<file path="src/rtl/sar_rd_pkg.sv">
package sar_rd_pkg;

  typedef enum logic [1:0] {
    SLOT_SAMPLE = 2'd0,
    SLOT_NULL   = 2'd1,
    SLOT_DATA   = 2'd2,
    SLOT_MIRROR = 2'd3
  } slot_e;

  typedef struct packed {
    logic  clear;
    logic  sample;
    slot_e slot;
    logic  finish;
    logic  checkMirror;
  } ctrlStrobe_t;

endpackage

</file>
<file path="src/rtl/sar_rd_ctrl.sv">
module sar_rd_ctrl
  import sar_rd_pkg::*;
#(
  parameter int DATA_W   = 12,
  parameter int HALF_DIV = 50,
  parameter int GAP_CLKS = 200
) (
  input  logic        clk,
  input  logic        rstN,
  input  logic        start,
  input  logic        mirrorEn,
  output logic        busy,
  output logic        csN,
  output logic        sclk,
  output ctrlStrobe_t stb
);

  localparam int LEAD_SLOTS   = 2;
  localparam int FRAME_EDGES  = LEAD_SLOTS + 1 + DATA_W;
  localparam int MIRROR_EDGES = FRAME_EDGES + DATA_W - 1;
  localparam int EDGE_W       = $clog2(MIRROR_EDGES + 1);
  localparam int DIV_W        = $clog2(HALF_DIV);
  localparam int GAP_W        = $clog2(GAP_CLKS + 1);

  typedef enum logic [1:0] {ST_GAP, ST_IDLE, ST_CLK, ST_FINISH} state_e;

  state_e             state;
  logic [DIV_W-1:0]   divCnt;
  logic [EDGE_W-1:0]  edgeCnt;
  logic [GAP_W-1:0]   gapCnt;
  logic               mirrorReg;
  logic               divDone;
  logic [EDGE_W-1:0]  lastEdge;

  assign divDone  = (divCnt == DIV_W'(HALF_DIV - 1));
  assign lastEdge = mirrorReg ? EDGE_W'(MIRROR_EDGES) : EDGE_W'(FRAME_EDGES);
  assign busy     = (state != ST_IDLE);

  always_ff @(posedge clk) begin
    if (!rstN) begin
      state     <= ST_GAP;
      divCnt    <= '0;
      edgeCnt   <= '0;
      gapCnt    <= '0;
      mirrorReg <= 1'b0;
      csN       <= 1'b1;
      sclk      <= 1'b0;
    end else begin
      case (state)
        ST_GAP: begin
          if (gapCnt == GAP_W'(GAP_CLKS - 1)) begin
            gapCnt <= '0;
            state  <= ST_IDLE;
          end else begin
            gapCnt <= gapCnt + 1'b1;
          end
        end
        ST_IDLE: begin
          if (start) begin
            csN       <= 1'b0;
            mirrorReg <= mirrorEn;
            divCnt    <= '0;
            edgeCnt   <= '0;
            state     <= ST_CLK;
          end
        end
        ST_CLK: begin
          if (divDone) begin
            divCnt <= '0;
            sclk   <= ~sclk;
            if (!sclk) begin
              edgeCnt <= edgeCnt + 1'b1;
            end else if (edgeCnt == lastEdge) begin
              csN   <= 1'b1;
              state <= ST_FINISH;
            end
          end else begin
            divCnt <= divCnt + 1'b1;
          end
        end
        default: state <= ST_GAP;
      endcase
    end
  end

  always_comb begin
    stb.clear       = (state == ST_IDLE) && start;
    stb.sample      = (state == ST_CLK) && divDone && !sclk;
    stb.finish      = (state == ST_FINISH);
    stb.checkMirror = mirrorReg;
    if (edgeCnt < EDGE_W'(LEAD_SLOTS))        stb.slot = SLOT_SAMPLE;
    else if (edgeCnt == EDGE_W'(LEAD_SLOTS))  stb.slot = SLOT_NULL;
    else if (edgeCnt < EDGE_W'(FRAME_EDGES))  stb.slot = SLOT_DATA;
    else                                      stb.slot = SLOT_MIRROR;
  end

  // Checker state: cycles spent with select high, saturating.
  logic [15:0] highCnt;
  always_ff @(posedge clk) begin
    if (!rstN)                 highCnt <= '0;
    else if (!csN)             highCnt <= '0;
    else if (highCnt != '1)    highCnt <= highCnt + 1'b1;
  end

  p_sclk_idle_r3: assert property (@(posedge clk) disable iff (!rstN)
    csN |-> !sclk);

  p_sclk_steady_r3: assert property (@(posedge clk) disable iff (!rstN)
    (state == ST_CLK && !divDone) |=> $stable(sclk));

  p_start_cs_r2: assert property (@(posedge clk) disable iff (!rstN)
    (state == ST_IDLE && start) |=> !csN);

  p_gap_r10: assert property (@(posedge clk) disable iff (!rstN)
    (!csN && $past(csN)) |-> ($past(highCnt) >= 16'(GAP_CLKS)));

endmodule

</file>
<file path="src/rtl/sar_rd_dp.sv">
module sar_rd_dp
  import sar_rd_pkg::*;
#(
  parameter int DATA_W = 12
) (
  input  logic              clk,
  input  logic              rstN,
  input  logic              sdo,
  input  ctrlStrobe_t       stb,
  output logic              resultValid,
  output logic [DATA_W-1:0] resultData,
  output logic              nullErr,
  output logic              mirrorErr
);

  logic [DATA_W-1:0] dataSh;
  logic [DATA_W-2:0] mirSh;
  logic              nullSeen;

  always_ff @(posedge clk) begin
    if (!rstN) begin
      dataSh      <= '0;
      mirSh       <= '0;
      nullSeen    <= 1'b0;
      resultValid <= 1'b0;
      resultData  <= '0;
      nullErr     <= 1'b0;
      mirrorErr   <= 1'b0;
    end else begin
      resultValid <= 1'b0;
      if (stb.clear) begin
        dataSh   <= '0;
        mirSh    <= '0;
        nullSeen <= 1'b0;
      end else if (stb.sample) begin
        case (stb.slot)
          SLOT_NULL:   nullSeen <= sdo;
          SLOT_DATA:   dataSh   <= {dataSh[DATA_W-2:0], sdo};
          SLOT_MIRROR: mirSh    <= {sdo, mirSh[DATA_W-2:1]};
          default:     ;
        endcase
      end
      if (stb.finish) begin
        resultValid <= 1'b1;
        resultData  <= dataSh;
        nullErr     <= nullSeen;
        mirrorErr   <= stb.checkMirror && (mirSh != dataSh[DATA_W-1:1]);
      end
    end
  end

  p_valid_pulse_r9: assert property (@(posedge clk) disable iff (!rstN)
    resultValid |=> !resultValid);

  p_mirror_off_r7: assert property (@(posedge clk) disable iff (!rstN)
    (resultValid && !$past(stb.checkMirror)) |-> !mirrorErr);

endmodule

</file>
<file path="src/rtl/sar_adc_reader.sv">
module sar_adc_reader
  import sar_rd_pkg::*;
#(
  parameter int DATA_W   = 12,
  parameter int HALF_DIV = 50,
  parameter int GAP_CLKS = 200
) (
  input  logic              clk,
  input  logic              rstN,
  input  logic              start,
  input  logic              mirrorEn,
  output logic              busy,
  output logic              adcCsN,
  output logic              adcSclk,
  input  logic              adcSdo,
  output logic              resultValid,
  output logic [DATA_W-1:0] resultData,
  output logic              nullErr,
  output logic              mirrorErr
);

  ctrlStrobe_t stb;

  sar_rd_ctrl #(
    .DATA_W  (DATA_W),
    .HALF_DIV(HALF_DIV),
    .GAP_CLKS(GAP_CLKS)
  ) i_ctrl (
    .clk     (clk),
    .rstN    (rstN),
    .start   (start),
    .mirrorEn(mirrorEn),
    .busy    (busy),
    .csN     (adcCsN),
    .sclk    (adcSclk),
    .stb     (stb)
  );

  sar_rd_dp #(
    .DATA_W(DATA_W)
  ) i_dp (
    .clk        (clk),
    .rstN       (rstN),
    .sdo        (adcSdo),
    .stb        (stb),
    .resultValid(resultValid),
    .resultData (resultData),
    .nullErr    (nullErr),
    .mirrorErr  (mirrorErr)
  );

  p_valid_cs_high_r9: assert property (@(posedge clk) disable iff (!rstN)
    resultValid |-> (adcCsN && $past(adcCsN)));

endmodule

</file>
<file path="config.mk">
export PLATFORM = sky130hd
export DESIGN_NAME = sar_adc_reader
export DESIGN_NICKNAME = d
export VERILOG_FILES = /design/src/rtl/sar_rd_pkg.sv /design/src/rtl/sar_rd_ctrl.sv /design/src/rtl/sar_rd_dp.sv /design/src/rtl/sar_adc_reader.sv
export SDC_FILE = /design/constraint.sdc
export NUM_CORES = 1
export LEC_CHECK = 0
export BUFFER_PORTS_ARGS = -buffer_cell sky130_fd_sc_hd__buf_2
export CORE_UTILIZATION = 53
export CTS_CLUSTER_DIAMETER = 120
export CTS_CLUSTER_SIZE = 28
export DETAILED_ROUTE_END_ITERATION = 8
export HOLD_SLACK_MARGIN = 0.15
export PLACE_DENSITY = 0.84
export SYNTH_ARGS = -nofsm -noshare
export SYNTH_HDL_FRONTEND = slang
export SYNTH_HIERARCHICAL = 1
export SYNTH_SLANG_ARGS = --single-unit
</file>
<file path="constraint.sdc">
create_clock -name clk -period 1.6 [get_ports clk]
set_input_delay 0.08 -clock clk [delete_from_list [all_inputs] [get_ports clk]]
set_output_delay 0.08 -clock clk [all_outputs]
set_load 0.005 [all_outputs]
</file>
### Yosys cells after proc, flatten, opt, wreduce, memory -nomap -nowiden

Index checks and enable logic that the tools add are counted.

* register bits: 63
* bits in latches: 0
* memory bits (writable): 0
* memory bits (read-only): 0
* input bits: 5
* output and inout bits: 18
* word-level logic and storage cells: 80
* memories kept: 0

* add/sub/neg operators: 3
* $mul: 0
* divide/modulo/power cells: 0
* magnitude comparators: 2
* equal/unequal tests: 18
* shift operators: 0
* multiplexer cells: 24
* bitwise operators: 2
* reductions and logical operators: 17

Operators with widths (number)
* 5-bit two-way mux: 4
* 2-bit two-way mux: 7
* 6-bit two-way mux: 2
* 6-bit one-hot mux with 2 select lines: 1
* 2-bit AND reduction: 6
* 11-bit != test: 1
* 2-bit by 1-bit != test with 1-bit output (second input constant): 5
* 5-bit one-hot mux with 2 select lines: 1
* 5-bit AND reduction: 2
* 8-bit by 1-bit adder with 8-bit output (second input constant): 1
* 2-bit == test (second input constant): 4
* 8-bit == test (second input constant): 1
* 8-bit two-way mux: 1
* 6-bit by 1-bit adder with 6-bit output (second input constant): 1
* 6-bit == test (second input constant): 1
* 1-bit two-way mux: 6
* 2-bit one-hot mux with 3 select lines: 1
* 5-bit by 1-bit adder with 5-bit output (second input constant): 1
* 5-bit by 2-bit == test with 1-bit output (second input constant): 1
* 5-bit == test: 1
* 5-bit by 2-bit less-than comparator with 1-bit output (second input constant): 1
* 5-bit by 4-bit less-than comparator with 1-bit output (second input constant): 1
* 2-bit by 1-bit == test with 1-bit output (second input constant): 2
* 1-bit logical AND: 4
* other kinds (8): 10

### Longest topological paths before layout

* word-level depth: 6
* depth in mapped cells: 9
* gate-level depth less buffers: 8

### Cells and area by module

Netlist, hierarchy kept.

By module, submodules not included
* sar_rd_dp: instances 1, cells an instance 156, area each 1560.2 µm², seq. area each 780.7 µm²
* sar_rd_ctrl: instances 1, cells an instance 156, area each 1352.5 µm², seq. area each 480.5 µm²

### Worst setup path after synthesis

OpenSTA, ideal clock, no wires.

* kind: register -> register
* start: register i_ctrl.divCnt[3]
* end: register i_dp.dataSh[10]
* library setup time: 0.117 ns
* arrival: 1.556 ns
* data required time: 1.483 ns
* path slack: -0.073 ns
* stages on the path, launching flop included: 8
* path buffers: 1
* period minus slack after synthesis: 1.673 ns
* path through: dfxtp_1 > and4bb_4 > nand3_1 > nor2_1 > nand3b_4 > buf_6 > mux2i_1 > nor2_1

RTL lines
* start: declaration: line sar_rd_ctrl.sv:28 `logic [DIV_W-1:0] divCnt;`
* start signal: assignment: line sar_rd_ctrl.sv:78 `divCnt <= divCnt + 1'b1;`
* end signal: assignment: line sar_rd_dp.sv:38 `SLOT_DATA: dataSh <= {dataSh[DATA_W-2:0], sdo};`
* end: declaration: line sar_rd_dp.sv:16 `logic [DATA_W-1:0] dataSh;`

==> flow_summary.json <==
{
  "p_leak_nw": 1.724,
  "ys_ff_latch": 63,
  "synth_cells": 312,
  "crit_required_ns": 1.83,
  "worst_pin_slew_ns": 0.6031,
  "synth_enable_flop_cells": 0,
  "cp-start-kind": "flip-flop",
  "grt_pass1_wl_mm": 12.56,
  "grt_max_degree": 25,
  "drv_cap": 0,
  "fin_tns_setup_ns": -2.752,
  "syn_to_final_growth_pct": 38.62,
  "cts.sinks": 63,
  "dieArea_sq_um": 5797,
  "slew_violations": 0,
  "failed_checks": "setup timing",
  "clkSlewWorstSetupHoldPaths_ns": 0.08,
  "fp-row-count": 26,
  "portBuffers": 22,
  "max_stage_delay_ns": 0.35,
  "ys_warn_count": 6,
  "cpMostUsedCell": "buf_6",
  "clk_latency_ns": 0.35,
  "track_usage_pct": 27.81,
  "seq_area_sq_um": 1271,
  "min_period_over_period_pct": 109.0,
  "antenna_found_initial": 0,
  "antenna_left": 0,
  "synthArstFlopShare_pct": 0,
  "cp.arrival_ns": 1.97,
  "multi_input_area_sq_um": 1800,
  "place_area_sq_um": 3401,
  "drc": 0,
  "synth.area.top_cells": "dfxtp_1 (43%), mux2i_1 (10%), nand2_1 (4.5%)",
  "design_area_sq_um": 4038,
  "num_vias": 2679,
  "syn-cell-area_sq_um": 2913,
  "outcome": "finished with violations",
  "htreeDepth": 3,
  "max-vdd-ir-drop_mv": 0.7797,
  "cts_root_buffer": "clkbuf_8",
  "via_per_inst": 5.774,
  "cts_tree": "done",
  "p_total_w": 0.003865,
  "grt_pass1_vias": 2687,
  "avgSynthCellArea_sq_um": 9.336,
  "finalSetupViolCount": 35,
  "cts_buffers": 9,
  "crit_chain": "buf_6 -> ha_4 -> buf_6 -> nand3_4 -> nor2_4 -> buf_6 -> nand3b_4 -> mux2i_1 -> nor2_1",
  "yosysTopAreaCell": "dfxtp_1",
  "final_hold_viol_count": 0,
  "maxSlewHeadroom_pct": 59.75,
  "wire_per_inst_microns": 18.00,
  "wirelength_mm": 8.353,
  "dr.pass1.iters": 4,
  "diodes": 0,
  "critical_path_class": "flip-flop to flip-flop",
  "syn_nets": 326,
  "globalplace.congestion": 0.9014,
  "core_sq_um": 5205,
  "grt_setup_unrepaired": "yes",
  "cpMaxStageDelayCell": "dfxtp_2",
  "die_w_microns": 76.14,
  "grt-ovfl-total": 0,
  "nets": 403,
  "synth_flop_cell": "dfxtp_1",
  "setup_slack_ns": -0.1443,
  "top_level_ports": 23,
  "start_util_pct": 55.96,
  "synth.top_cell.area_share_pct": 43.30,
  "ys_types": 51,
  "dp_hpwl_mm": 4.515,
  "drt_iter0_drc": 233,
  "die_h_microns": 76.14,
  "critPathCaptureType": "flip-flop",
  "power-per-cell-area_nw_per_um2": 957.2,
  "fin_skew_ns": 0.01395,
  "min_path_type": "input port to flip-flop",
  "clock.fmax_ghz": 0.5733,
  "yosysSeqAreaShare_pct": 43.30,
  "drive_gt1_share_pct": 38.58,
  "filler_cell_count": 321,
  "post-route-min-period_ns": 1.744,
  "clockBufferDepth": 2,
  "crit_fanout": 6,
  "fin_hold_ws_ns": 0.3381
}
cells in the final DEF (no fill, tap or decap), types with 3 or more instances in the layout:
master	instances
dfxtp_1	57
buf_4	39
mux2i_1	28
nand2_1	27
nor2_1	24
buf_2	22
buf_6	13
nor2b_1	13
clkbuf_8	11
xnor2_1	11
a21oi_2	10
a21oi_1	9
inv_1	8
nand4_1	7
nand2_2	7
xor2_1	6
nand3_1	6
a31oi_1	5
o21ai_0	5
dfxtp_2	5
nand2b_1	4
ha_1	4
ha_4	4
dlygate4sd3_1	3
inv_2	3
and3_1	3
or3_1	3
sequential cells by signal, summed over array words and instances, names as in the netlist:
| name | count |
|---|---|
| i_ctrl/csN | 1 |
| i_dp/mirrorErr | 1 |
| i_ctrl/state | 2 |
| i_ctrl/divCnt | 6 |
| i_dp/dataSh | 12 |
| i_ctrl/sclk | 1 |
| i_dp/nullErr | 1 |
| i_dp/nullSeen | 1 |
| i_dp/resultValid | 1 |
| i_ctrl/mirrorReg | 1 |
| i_ctrl/gapCnt | 8 |
| i_dp/resultData | 12 |
| i_dp/mirSh | 11 |
| i_ctrl/edgeCnt | 5 |
metal layers:
metal | vias to the layer above | part of all wire, % | track usage [%]
li1 | 1256 | - | -
met1 | 1289 | 38 | 29.71
met2 | 107 | 53 | 49.91
met3 | 27 | 5.3 | 8.024
met4 | 0 | 3.8 | 13.85
met5 | - | 0 | 0
cell type report:
cell class	instances	share of cell area, %
multi-input cells	225	44.59
well taps	70	2.169
flip-flops and latches	63	31.48
inverters	12	1.178
clock inverters	5	1.983
repair buffers	78	14.84
clock buffers	11	3.750
power by group:
group / switching, W / internal (W) / total, W
logic: 0.000303 / 0.000305 / 0.000608
registers: 0.0000442 / 0.00162 / 0.00166
clock network: 0.000638 / 0.000959 / 0.00160
kinds of logic after synthesis:
| kind of cell | Yosys count | share of synthesized area, % |
|---|---|---|
| adder cells (fa/ha/maj) | 9 | 3.866 |
| XOR/XNOR | 17 | 5.112 |
| multiplexers | 31 | 10.74 |
| AO/OA/AOI/OAI | 51 | 11.64 |
| flip-flops | 63 | 43.30 |
| AND/OR/NAND/NOR | 115 | 20.88 |
| buffers and inverters | 26 | 4.467 |
metrics by stage:
step                      utilization (%)  instances  setup WS (ns)
after global routing                77.57        464        -0.2065
after detailed placement            65.34        433        -0.1666
after global placement              65.34        433       -0.06822
after floorplan                         -        312      -0.005961
final                               77.57        464        -0.1443
after CTS                           73.65        456       -0.07400
critical path, delay by kind of cell (launching register included):
family | cells | cell delay, ns
adders and majority gates | 1 | 0.15
and+or+nand+nor | 4 | 0.54
DFF | 1 | 0.35
muxes | 1 | 0.20
buffers and inverters | 3 | 0.38
final timing paths:
check,startpoint,end,slack (ns),cells after the start
worst min-delay path,start,i_ctrl/state[0],0.34,4
worst min register to register,i_dp/mirSh[0],i_dp/mirSh[0],0.48,2
worst max-delay path,i_ctrl/state[1],i_dp/dataSh[5],-0.14,9
worst max register to register,i_ctrl/state[1],i_dp/dataSh[5],-0.14,9
synthesized netlist by cell type (5+ instances only):
library cell   n
a21oi_1       17
a31oi_1        6
buf_2          5
dfxtp_1       63
ha_1           9
inv_1         12
mux2i_1       29
nand2_1       35
nand3_1        8
nand4_1        7
nor2_1        25
nor2b_1       14
o21ai_0        5
xnor2_1       11
xor2_1         6
timing repair:
action                                 4_1_cts  5_1_grt
hold buffers                                 3        0
pin swaps                                   21       25
resized for setup                           31       41
buffers inserted                             3        7
endpoints found under the hold margin       16        0
gates cloned                                 1        2
setup endpoints to repair                   39       41
(Power assumes the default switching activity.)
